## config.mk

```make
export PLATFORM = sky130hd
export DESIGN_NAME = xcvr_dual_stage
export DESIGN_NICKNAME = d
export VERILOG_FILES = /design/src/rtl/xcvr_pkg.sv /design/src/rtl/xcvr_stage.sv /design/src/rtl/xcvr_src_mux.sv /design/src/rtl/xcvr_out_gate.sv /design/src/rtl/xcvr_dual_stage.sv
export SDC_FILE = /design/constraint.sdc
export NUM_CORES = 1
export LEC_CHECK = 0
export CAP_MARGIN = 20
export CORE_ASPECT_RATIO = 1.25
export CORE_MARGIN = 5
export CORE_UTILIZATION = 48
export CTS_BUF_LIST = sky130_fd_sc_hd__clkbuf_2 sky130_fd_sc_hd__clkbuf_4 sky130_fd_sc_hd__clkbuf_8
export CTS_CLUSTER_DIAMETER = 30
export DETAILED_ROUTE_END_ITERATION = 10
export PLACE_DENSITY = 0.95
export SLEW_MARGIN = 20
export SYNTH_ARGS = -nofsm -noshare
export SYNTH_HDL_FRONTEND = slang
export SYNTH_SLANG_ARGS = --single-unit
```

## constraint.sdc

```tcl
create_clock -name clk -period 2.4 [get_ports clk]
set_input_delay 0.24 -clock clk [delete_from_list [all_inputs] [get_ports clk]]
set_output_delay 0.24 -clock clk [all_outputs]
set_load 0.005 [all_outputs]
```

## src/rtl/xcvr_pkg.sv

```systemverilog
package xcvr_pkg;

    localparam int unsigned DEF_WIDTH = 10;

    typedef enum logic {
        MODE_REG   = 1'b0,
        MODE_LATCH = 1'b1
    } stage_mode_e;

    typedef enum logic {
        SRC_TAP = 1'b0,
        SRC_BUS = 1'b1
    } stage_src_e;

endpackage

```

## src/rtl/xcvr_stage.sv

```systemverilog
module xcvr_stage
    import xcvr_pkg::*;
#(
    parameter int unsigned WIDTH = DEF_WIDTH
) (
    input  logic             clk,
    input  logic             rst_n,
    input  logic             latch_i,
    input  logic             strobe_i,
    input  logic [WIDTH-1:0] din_i,
    output logic [WIDTH-1:0] dout_o
);

    typedef struct packed {
        logic [WIDTH-1:0] hold;
        logic             strobe;
    } stage_st_t;

    stage_st_t   st_d, st_q;
    stage_mode_e mode;
    logic        rise;

    assign mode = stage_mode_e'(latch_i);

    always_comb begin
        st_d        = st_q;
        st_d.strobe = strobe_i;
        rise        = strobe_i & ~st_q.strobe;
        if (mode == MODE_LATCH) begin
            if (strobe_i) begin
                st_d.hold = din_i;
            end
        end else if (rise) begin
            st_d.hold = din_i;
        end
        dout_o = ((mode == MODE_LATCH) && strobe_i) ? din_i : st_q.hold;
    end

    always_ff @(posedge clk or negedge rst_n) begin
        if (!rst_n) begin
            st_q <= '0;
        end else begin
            st_q <= st_d;
        end
    end

    AST_REG_CAPTURE: assert property (@(posedge clk) disable iff (!rst_n)
        (!latch_i && strobe_i && !st_q.strobe) |=> (st_q.hold == $past(din_i)));
    AST_REG_KEEP: assert property (@(posedge clk) disable iff (!rst_n)
        (!latch_i && !(strobe_i && !st_q.strobe)) |=> $stable(st_q.hold));
    AST_LATCH_TRACK: assert property (@(posedge clk) disable iff (!rst_n)
        (latch_i && strobe_i) |=> (st_q.hold == $past(din_i)));
    AST_LATCH_KEEP: assert property (@(posedge clk) disable iff (!rst_n)
        (latch_i && !strobe_i) |=> $stable(st_q.hold));

endmodule

```

## src/rtl/xcvr_src_mux.sv

```systemverilog
module xcvr_src_mux
    import xcvr_pkg::*;
#(
    parameter int unsigned WIDTH = DEF_WIDTH
) (
    input  logic             route_bus_i,
    input  logic [WIDTH-1:0] tap_i,
    input  logic [WIDTH-1:0] bus_i,
    output logic [WIDTH-1:0] dout_o
);

    stage_src_e src;

    assign src = stage_src_e'(route_bus_i);

    always_comb begin
        case (src)
            SRC_BUS: dout_o = bus_i;
            default: dout_o = tap_i;
        endcase
    end

endmodule

```

## src/rtl/xcvr_out_gate.sv

```systemverilog
module xcvr_out_gate
    import xcvr_pkg::*;
#(
    parameter int unsigned WIDTH      = DEF_WIDTH,
    parameter bit          OPEN_DRAIN = 1'b0
) (
    input  logic             en_i,
    input  logic [WIDTH-1:0] data_i,
    output logic [WIDTH-1:0] pad_val_o,
    output logic [WIDTH-1:0] pad_en_o
);

    generate
        if (OPEN_DRAIN) begin : g_od
            // only a low is ever driven; a 1 releases the line
            assign pad_val_o = '0;
            assign pad_en_o  = en_i ? ~data_i : '0;
        end else begin : g_pp
            assign pad_val_o = data_i;
            assign pad_en_o  = {WIDTH{en_i}};
        end
    endgenerate

endmodule

```

## src/rtl/xcvr_dual_stage.sv

```systemverilog
module xcvr_dual_stage
    import xcvr_pkg::*;
#(
    parameter int unsigned WIDTH = DEF_WIDTH
) (
    input  logic             clk,
    input  logic             rst_n,
    input  logic [WIDTH-1:0] a_i,
    input  logic [WIDTH-1:0] b_bus_i,
    output logic [WIDTH-1:0] b_pull_o,
    output logic [WIDTH-1:0] c_data_o,
    output logic [WIDTH-1:0] c_drive_o,
    input  logic             ab_latch_i,
    input  logic             bc_latch_i,
    input  logic             ab_strobe_i,
    input  logic             bc_strobe_i,
    input  logic             b_oe_n_i,
    input  logic             c_oe_n_i,
    input  logic             route_bus_i
);

    logic [WIDTH-1:0] s1_out;
    logic [WIDTH-1:0] s2_in;
    logic [WIDTH-1:0] s2_out;
    logic [WIDTH-1:0] b_pad_val;
    logic [WIDTH-1:0] b_pad_en;
    logic             b_en;
    logic             c_en;

    // enables stay inactive while reset is applied
    assign b_en = rst_n & ~b_oe_n_i;
    assign c_en = rst_n & ~c_oe_n_i;

    xcvr_stage #(.WIDTH(WIDTH)) u_stage_ab (
        .clk      (clk),
        .rst_n    (rst_n),
        .latch_i  (ab_latch_i),
        .strobe_i (ab_strobe_i),
        .din_i    (a_i),
        .dout_o   (s1_out)
    );

    xcvr_src_mux #(.WIDTH(WIDTH)) u_src (
        .route_bus_i (route_bus_i),
        .tap_i       (s1_out),
        .bus_i       (b_bus_i),
        .dout_o      (s2_in)
    );

    xcvr_stage #(.WIDTH(WIDTH)) u_stage_bc (
        .clk      (clk),
        .rst_n    (rst_n),
        .latch_i  (bc_latch_i),
        .strobe_i (bc_strobe_i),
        .din_i    (s2_in),
        .dout_o   (s2_out)
    );

    xcvr_out_gate #(.WIDTH(WIDTH), .OPEN_DRAIN(1'b1)) u_gate_b (
        .en_i      (b_en),
        .data_i    (s1_out),
        .pad_val_o (b_pad_val),
        .pad_en_o  (b_pad_en)
    );

    xcvr_out_gate #(.WIDTH(WIDTH), .OPEN_DRAIN(1'b0)) u_gate_c (
        .en_i      (c_en),
        .data_i    (s2_out),
        .pad_val_o (c_data_o),
        .pad_en_o  (c_drive_o)
    );

    assign b_pull_o = b_pad_en & ~b_pad_val;

    AST_TAP_ROUTE: assert property (@(posedge clk) disable iff (!rst_n)
        !route_bus_i |-> (s2_in == s1_out));
    AST_BUS_ROUTE: assert property (@(posedge clk) disable iff (!rst_n)
        route_bus_i |-> (s2_in == b_bus_i));
    AST_OD_LOW_ONLY: assert property (@(posedge clk) disable iff (!rst_n)
        ((b_pull_o & s1_out) == '0));
    AST_B_RELEASE: assert property (@(posedge clk) disable iff (!rst_n)
        b_oe_n_i |-> (b_pull_o == '0));
    AST_C_OFF: assert property (@(posedge clk) disable iff (!rst_n)
        c_oe_n_i |-> (c_drive_o == '0));

    always_comb begin
        if (rst_n == 1'b0) begin
            AST_RST_QUIET: assert ((b_pull_o == '0) && (c_drive_o == '0));
        end
    end

endmodule

```

After elaboration in Yosys (flattened, before gate mapping)
Cells that the tools add are included.

Eq/ne operators: 2. Mux-type cells: 10. Bitwise gates (word level): 9. Reduce and logical (&&, ||, !) cells: 6.

Operators with widths (count): $mux 10 (10); $not 10->10 (1); $and 1x1->1 (4); $ne 2x1->1 const B (2); $not 1->1 (4); $reduce_and 2->1 (2); $reduce_bool 2->1 (2); $logic_and 1x1->1 (2).

Bits in registers: 22. Output and inout port bits: 30.

Logic depth before layout (Yosys ltp)
Word-level depth: 5. Depth in mapped cells: 4. Gate-level depth less buffers: 3.

Cells and area by module
From an unflattened synthesis, not the netlist that was laid out.

Cells, all modules: 132. Area total of the unflattened synthesis: 1596.5 sq um.

Modules (own cells, without submodules): xcvr_stage (instances 2, cells each 34, area an instance 526.8 sq um, seq. area each 275.3 sq um); xcvr_src_mux (instances 1, cells each 11, area an instance 161.4 sq um, seq. area each 0.0 sq um); xcvr_out_gate at u_gate_c (instances 1, cells each 20, area an instance 150.1 sq um, seq. area each 0.0 sq um); xcvr_out_gate at u_gate_b (instances 1, cells each 21, area an instance 141.4 sq um, seq. area each 0.0 sq um); xcvr_dual_stage (instances 1, cells each 12, area an instance 90.1 sq um, seq. area each 0.0 sq um).

Worst setup path before layout
OpenSTA, ideal clock, no wires.

Path type: in2out. Start: input port ab_strobe_i. End: output port c_data_o[1]. Data arrival time: 0.876 ns. Required time: 2.160 ns. Setup slack: 1.284 ns. Stages on the path: 4. Cell sequence: buf_4 and3_1 a211oi_2 o31ai_1.

Cells in the longest elaborated chain, start to end: 4.

RTL lines: start, declared (RTL line xcvr_dual_stage.sv:15) `input logic ab_strobe_i,`; $logic_and 1x1->1 (RTL line xcvr_stage.sv:36) `dout_o = ((mode == MODE_LATCH) && strobe_i) ? din_i : st_q.hold;`; $mux 10 (RTL line xcvr_stage.sv:36); $mux 10 (RTL line xcvr_src_mux.sv:17) `case (src)`; $mux 10 (RTL line xcvr_stage.sv:36); end, declared (RTL line xcvr_dual_stage.sv:11) `output logic [WIDTH-1:0] c_data_o,`.

Every way passes these cells.

Worst setup path after layout
Start: input port ab_latch_i. End: output port c_data_o[3].

Cells in the longest elaborated chain, start to end: 4.

RTL lines: start, declared (RTL line xcvr_dual_stage.sv:13) `input logic ab_latch_i,`; $logic_and 1x1->1 (RTL line xcvr_stage.sv:36); $mux 10 (RTL line xcvr_stage.sv:36); $mux 10 (RTL line xcvr_src_mux.sv:17); $mux 10 (RTL line xcvr_stage.sv:36).

Every way passes these cells.

==> report_table.html <==
<table>
<tr><th>Metric</th><th>Value</th></tr>
<tr><th colspan="2">Synthesis</th></tr>
<tr><td>Post-synthesis register bit count</td><td>22</td></tr>
<tr><td>Proportion of netlist area held by the largest area contributor</td><td>0.386</td></tr>
<tr><td>Cell count after synthesis</td><td>~140</td></tr>
<tr><td>Synth Net Count</td><td>171</td></tr>
<tr><td>Top flip-flop cell by instance count after synthesis</td><td>dfrtp_1</td></tr>
<tr><td>Top cells by area, synth</td><td>dfrtp_1 39%, o31ai_1 11%, a211oi_2 8.8%</td></tr>
<tr><td>Synthesis warning total</td><td>0</td></tr>
<tr><td>Cell taking the most area after synthesis</td><td>dfrtp_1</td></tr>
<tr><td>Fraction of registers with async set/reset</td><td>1.00</td></tr>
<tr><td>Summed instance area of the synthesized netlist</td><td>1430 um2</td></tr>
<tr><td>Number of synthesized flops with an enable pin</td><td>0</td></tr>
<tr><td>Avg Cell Area, Syn</td><td>10.0 um2</td></tr>
<tr><td>Portion of the post-synthesis area used by sequential elements</td><td>0.386</td></tr>
<tr><td>Distinct cell type count of the synthesized netlist</td><td>17</td></tr>
<tr><th colspan="2">Global routing</th></tr>
<tr><td>Global-route wire length before repair</td><td>6340 um</td></tr>
<tr><td>GRT Util Overall</td><td>0.192</td></tr>
<tr><td>Via count of the first global-routing pass</td><td>1367</td></tr>
<tr><td>Sum of overflow across all layers after global routing</td><td>0</td></tr>
<tr><td>Antenna violations before repair</td><td>0</td></tr>
<tr><td>Pin count of the biggest net entering global routing</td><td>21</td></tr>
<tr><th colspan="2">CTS</th></tr>
<tr><td>Sink Count</td><td>22</td></tr>
<tr><td>Number of buffers inserted by hold repair at cts</td><td>0</td></tr>
<tr><td>Skew-Pair Late Insertion Delay</td><td>between 0.3 and 0.4 ns</td></tr>
<tr><td>Clock tree root buffer cell</td><td>clkbuf_4</td></tr>
<tr><td>CTS tree</td><td>done</td></tr>
<tr><td>Clock buffer count from CTS</td><td>3</td></tr>
<tr><td>H-tree depth</td><td>1</td></tr>
<tr><td>Post-CTS Setup Repair Bufs</td><td>0</td></tr>
<tr><td>Maximum buffer depth of the clock tree</td><td>2</td></tr>
<tr><td>Clock transition at the register clock pins on the worst setup and hold paths after CTS</td><td>around 0.12 ns</td></tr>
<tr><th colspan="2">Power and ir drop</th></tr>
<tr><td>Leakage power total</td><td>0.818 nW</td></tr>
<tr><td>Tot Pwr</td><td>0.964 mW</td></tr>
<tr><td>VDD IR max</td><td>0.000405 V</td></tr>
<tr><td>Cell Pwr Density</td><td>475 nW/um2</td></tr>
<tr><th colspan="2">Timing</th></tr>
<tr><td>Max Clk Rate</td><td>about 440 MHz</td></tr>
<tr><td>Hold violation total from the final report</td><td>0</td></tr>
<tr><td>RSZ-0062 raised after global routing</td><td>no</td></tr>
<tr><td>Total count of max-transition violations in the final report</td><td>0</td></tr>
<tr><td># setup viols final</td><td>0</td></tr>
<tr><td>Worst setup margin</td><td>0.115 ns</td></tr>
<tr><td>Max-slew headroom</td><td>0.577</td></tr>
<tr><td>Post-Route Skew</td><td>~0.0061 ns</td></tr>
<tr><td>Setup TNS Final</td><td>0 ns</td></tr>
<tr><td>Transition at the pin with the smallest max-transition slack</td><td>0.634 ns</td></tr>
<tr><td>Final critical-path share of the clock period</td><td>0.952</td></tr>
<tr><td>Final period demand of the worst path</td><td>around 2.3 ns</td></tr>
<tr><th colspan="2">Layout</th></tr>
<tr><td>Final-layout fill cell count</td><td>202</td></tr>
<tr><td>Fraction of final layout cells sized beyond drive strength 1</td><td>0.178</td></tr>
<tr><td>Design Area, Final</td><td>about 2000 um2</td></tr>
<tr><td>Antenna Cells</td><td>0</td></tr>
<tr><td>Final-stage net count</td><td>222</td></tr>
<tr><td>Area Overhead vs Synth</td><td>42.4%</td></tr>
<tr><th colspan="2">Route</th></tr>
<tr><td>Final Routed Wirelength</td><td>slightly below 4000 um</td></tr>
<tr><td>Post-detailed-route count of antenna-violating nets</td><td>0</td></tr>
<tr><td>Via count</td><td>1344</td></tr>
<tr><td>Final routed wire length divided by cell count</td><td>17.0 um</td></tr>
<tr><td>Vias per std cell</td><td>5.92</td></tr>
<tr><td>Number of search-and-repair iterations in the first detailed-routing pass</td><td>4</td></tr>
<tr><td>Detailed Route Iter0 Violations</td><td>53</td></tr>
<tr><td>Detailed-route DRC error count</td><td>0</td></tr>
<tr><th colspan="2">Floorplan</th></tr>
<tr><td>Core ar.</td><td>2890 um2</td></tr>
<tr><td>Die Area</td><td>about 4200 um2</td></tr>
<tr><td>Ports placed on the boundary</td><td>59</td></tr>
<tr><td>Initial standard-cell utilization of the core</td><td>0.494</td></tr>
<tr><td>Core Rows</td><td>22</td></tr>
<tr><td>Die Wd</td><td>slightly below 60 um</td></tr>
<tr><td>Vertical die dimension</td><td>70.9 um</td></tr>
<tr><th colspan="2">Setup path</th></tr>
<tr><td>Crit path max-delay family</td><td>buffers and inverters</td></tr>
<tr><td>Launch point of the worst reg-to-reg path</td><td>u_stage_bc.st_q[0]</td></tr>
<tr><td>Critical Setup Path Class</td><td>in -&gt; out</td></tr>
<tr><td>Delay of the slowest critical-path stage</td><td>0.56 ns</td></tr>
<tr><td>Worst Reg-to-Reg Cells</td><td>3</td></tr>
<tr><td>Slowest cell on the critical path</td><td>clkdlybuf4s50_1</td></tr>
<tr><td>Data required, critical path</td><td>2.16 ns</td></tr>
<tr><td>Most common cell type on the critical path</td><td>clkdlybuf4s50_1</td></tr>
<tr><td>Kind of end point of the critical path</td><td>primary output</td></tr>
<tr><td>Biggest fanout along the worst timing path</td><td>11</td></tr>
<tr><td>Total buffers and inverters traversed by the critical path</td><td>3</td></tr>
<tr><td>Critical path, cell by cell</td><td>clkdlybuf4s50_1, buf_4, and3_1, a211oi_2, o31ai_2, clkdlybuf4s50_1</td></tr>
<tr><td>Critical Path Stages</td><td>6</td></tr>
<tr><td>Element type at the critical path start</td><td>primary input</td></tr>
<tr><td>Register-to-Register Setup Slack</td><td>a little over 0.8 ns</td></tr>
<tr><td>Destination of the worst register-to-register timing path</td><td>u_stage_bc.st_q[9]</td></tr>
<tr><td>Critical path data arrival time</td><td>approximately 2 ns</td></tr>
<tr><th colspan="2">Placement</th></tr>
<tr><td>Placed standard-cell area</td><td>between 2000 and 2500 um2</td></tr>
<tr><td>Worst slack at placement</td><td>about 0.074 ns</td></tr>
<tr><td>Number of input and output port buffers inserted</td><td>58</td></tr>
<tr><td>Placer's final routability congestion estimate</td><td>between 0.8 and 0.9</td></tr>
<tr><td>Total half-perimeter wirelength after legalization and detailed placement</td><td>2900 um</td></tr>
<tr><th colspan="2">Flow run</th></tr>
<tr><td>Count of maximum capacitance violations</td><td>0</td></tr>
<tr><th colspan="2">Hold path</th></tr>
<tr><td>HP Start</td><td>ab_strobe_i</td></tr>
<tr><td>Destination of the worst hold path</td><td>u_stage_ab.st_q[0]</td></tr>
<tr><td>Hold Crit Class</td><td>in -&gt; reg</td></tr>
<tr><td>Min-Delay Path Depth</td><td>2</td></tr>
<tr><th colspan="2">Status</th></tr>
<tr><td>Result of the run</td><td>complete, no violations</td></tr>
</table>
[per-stage QoR]
| step | instances | utilization | hold slack, ns |
|---|---|---|---|
| after CTS | 227 | 0.700 | 0.356 |
| final | 227 | 0.703 | 0.351 |
| after detailed placement | 224 | 0.692 | 0.497 |
| after floorplan | 142 | - | -0.0556 |
| after global placement | 224 | 0.692 | 0.492 |
| after global routing | 227 | 0.703 | 0.362 |
[placed cells by master (no fill, tap or decap)]
cell type | Yosys | final
clkbuf_4 | 0 | 3
o21ai_0 | 10 | 10
mux2_2 | 10 | 10
o31ai_1 | 20 | 19
nor2b_1 | 12 | 12
a211oi_2 | 10 | 10
and3_1 | 10 | 10
o21ai_4 | 1 | 1
a211oi_1 | 10 | 10
nand2_1 | 12 | 12
dfrtp_1 | 22 | 22
buf_12 | 0 | 2
buf_4 | 11 | 7
clkdlybuf4s50_1 | 0 | 57
nand2b_1 | 2 | 2
inv_1 | 2 | 2
dlymetal6s2s_1 | 0 | 1
o31ai_2 | 0 | 1
[flip-flops by register name (all words and copies together), names as in the netlist]
signal,count
u_stage_ab.st_q,11
u_stage_bc.st_q,11
[where the power goes]
| part | switching, mW | total, mW | internal [mW] |
|---|---|---|---|
| sequential | 0.0360 | 0.456 | 0.420 |
| combinational | 0.140 | 0.341 | 0.201 |
| clock | 0.109 | 0.167 | 0.0588 |
| total | 0.285 | 0.964 | 0.679 |
[cell usage after synthesis (2+ instances only)]
library cell / n
a211oi_1: 10
nand2b_1: 2
dfrtp_1: 22
o31ai_1: 20
inv_1: 2
and3_1: 10
nand2_1: 12
mux2_2: 10
buf_6: 3
a211oi_2: 10
nor2b_1: 12
o21ai_0: 10
buf_4: 11
clkbuf_1: 5
[worst max path at each step]
stage | to | startpoint
2_1_floorplan | c_data_o[1] | ab_strobe_i
4_1_cts | c_data_o[4] | ab_strobe_i
3_5_place_dp | c_data_o[4] | ab_strobe_i
6_report | c_data_o[3] | ab_latch_i
3_3_place_gp | c_data_o[5] | ab_strobe_i
5_1_grt | c_data_o[5] | ab_latch_i
[timing repair]
action | in CTS | in global routing
hold endpoints to repair | 0 | 0
gates resized for setup | 0 | 2
endpoints found under the setup margin | 0 | 4
[cell type report]
| cell class | instances | area [um2] | area share |
|---|---|---|---|
| flip-flops and latches | 22 | 551 | 0.271 |
| clock buffers | 3 | 22.5 | 0.0111 |
| repair buffers | 67 | 676 | 0.333 |
| inverters | 2 | 7.51 | 0.00370 |
| well taps | 36 | 45.0 | 0.0222 |
| multi-input cells | 97 | 729 | 0.359 |
[cells by family after synthesis]
group | count (synthesis) | share of synthesized area
muxes | 10 | 0.0789
AOI/OAI and AO/OA | 51 | 0.292
and+or+nand+nor | 36 | 0.137
buffers and inverters | 23 | 0.106
DFF | 22 | 0.386
[metal layers]
layer | routed length, um | GRT usage | vias to the layer above
met4 | 42 | 0.0453 | 0
met3 | 321 | 0.0383 | 7
li1 | - | - | 616
met5 | 0 | 0 | -
met2 | 1910 | 0.335 | 76
met1 | 1580 | 0.240 | 645
Note: power is estimated with default switching activity, not from simulation.
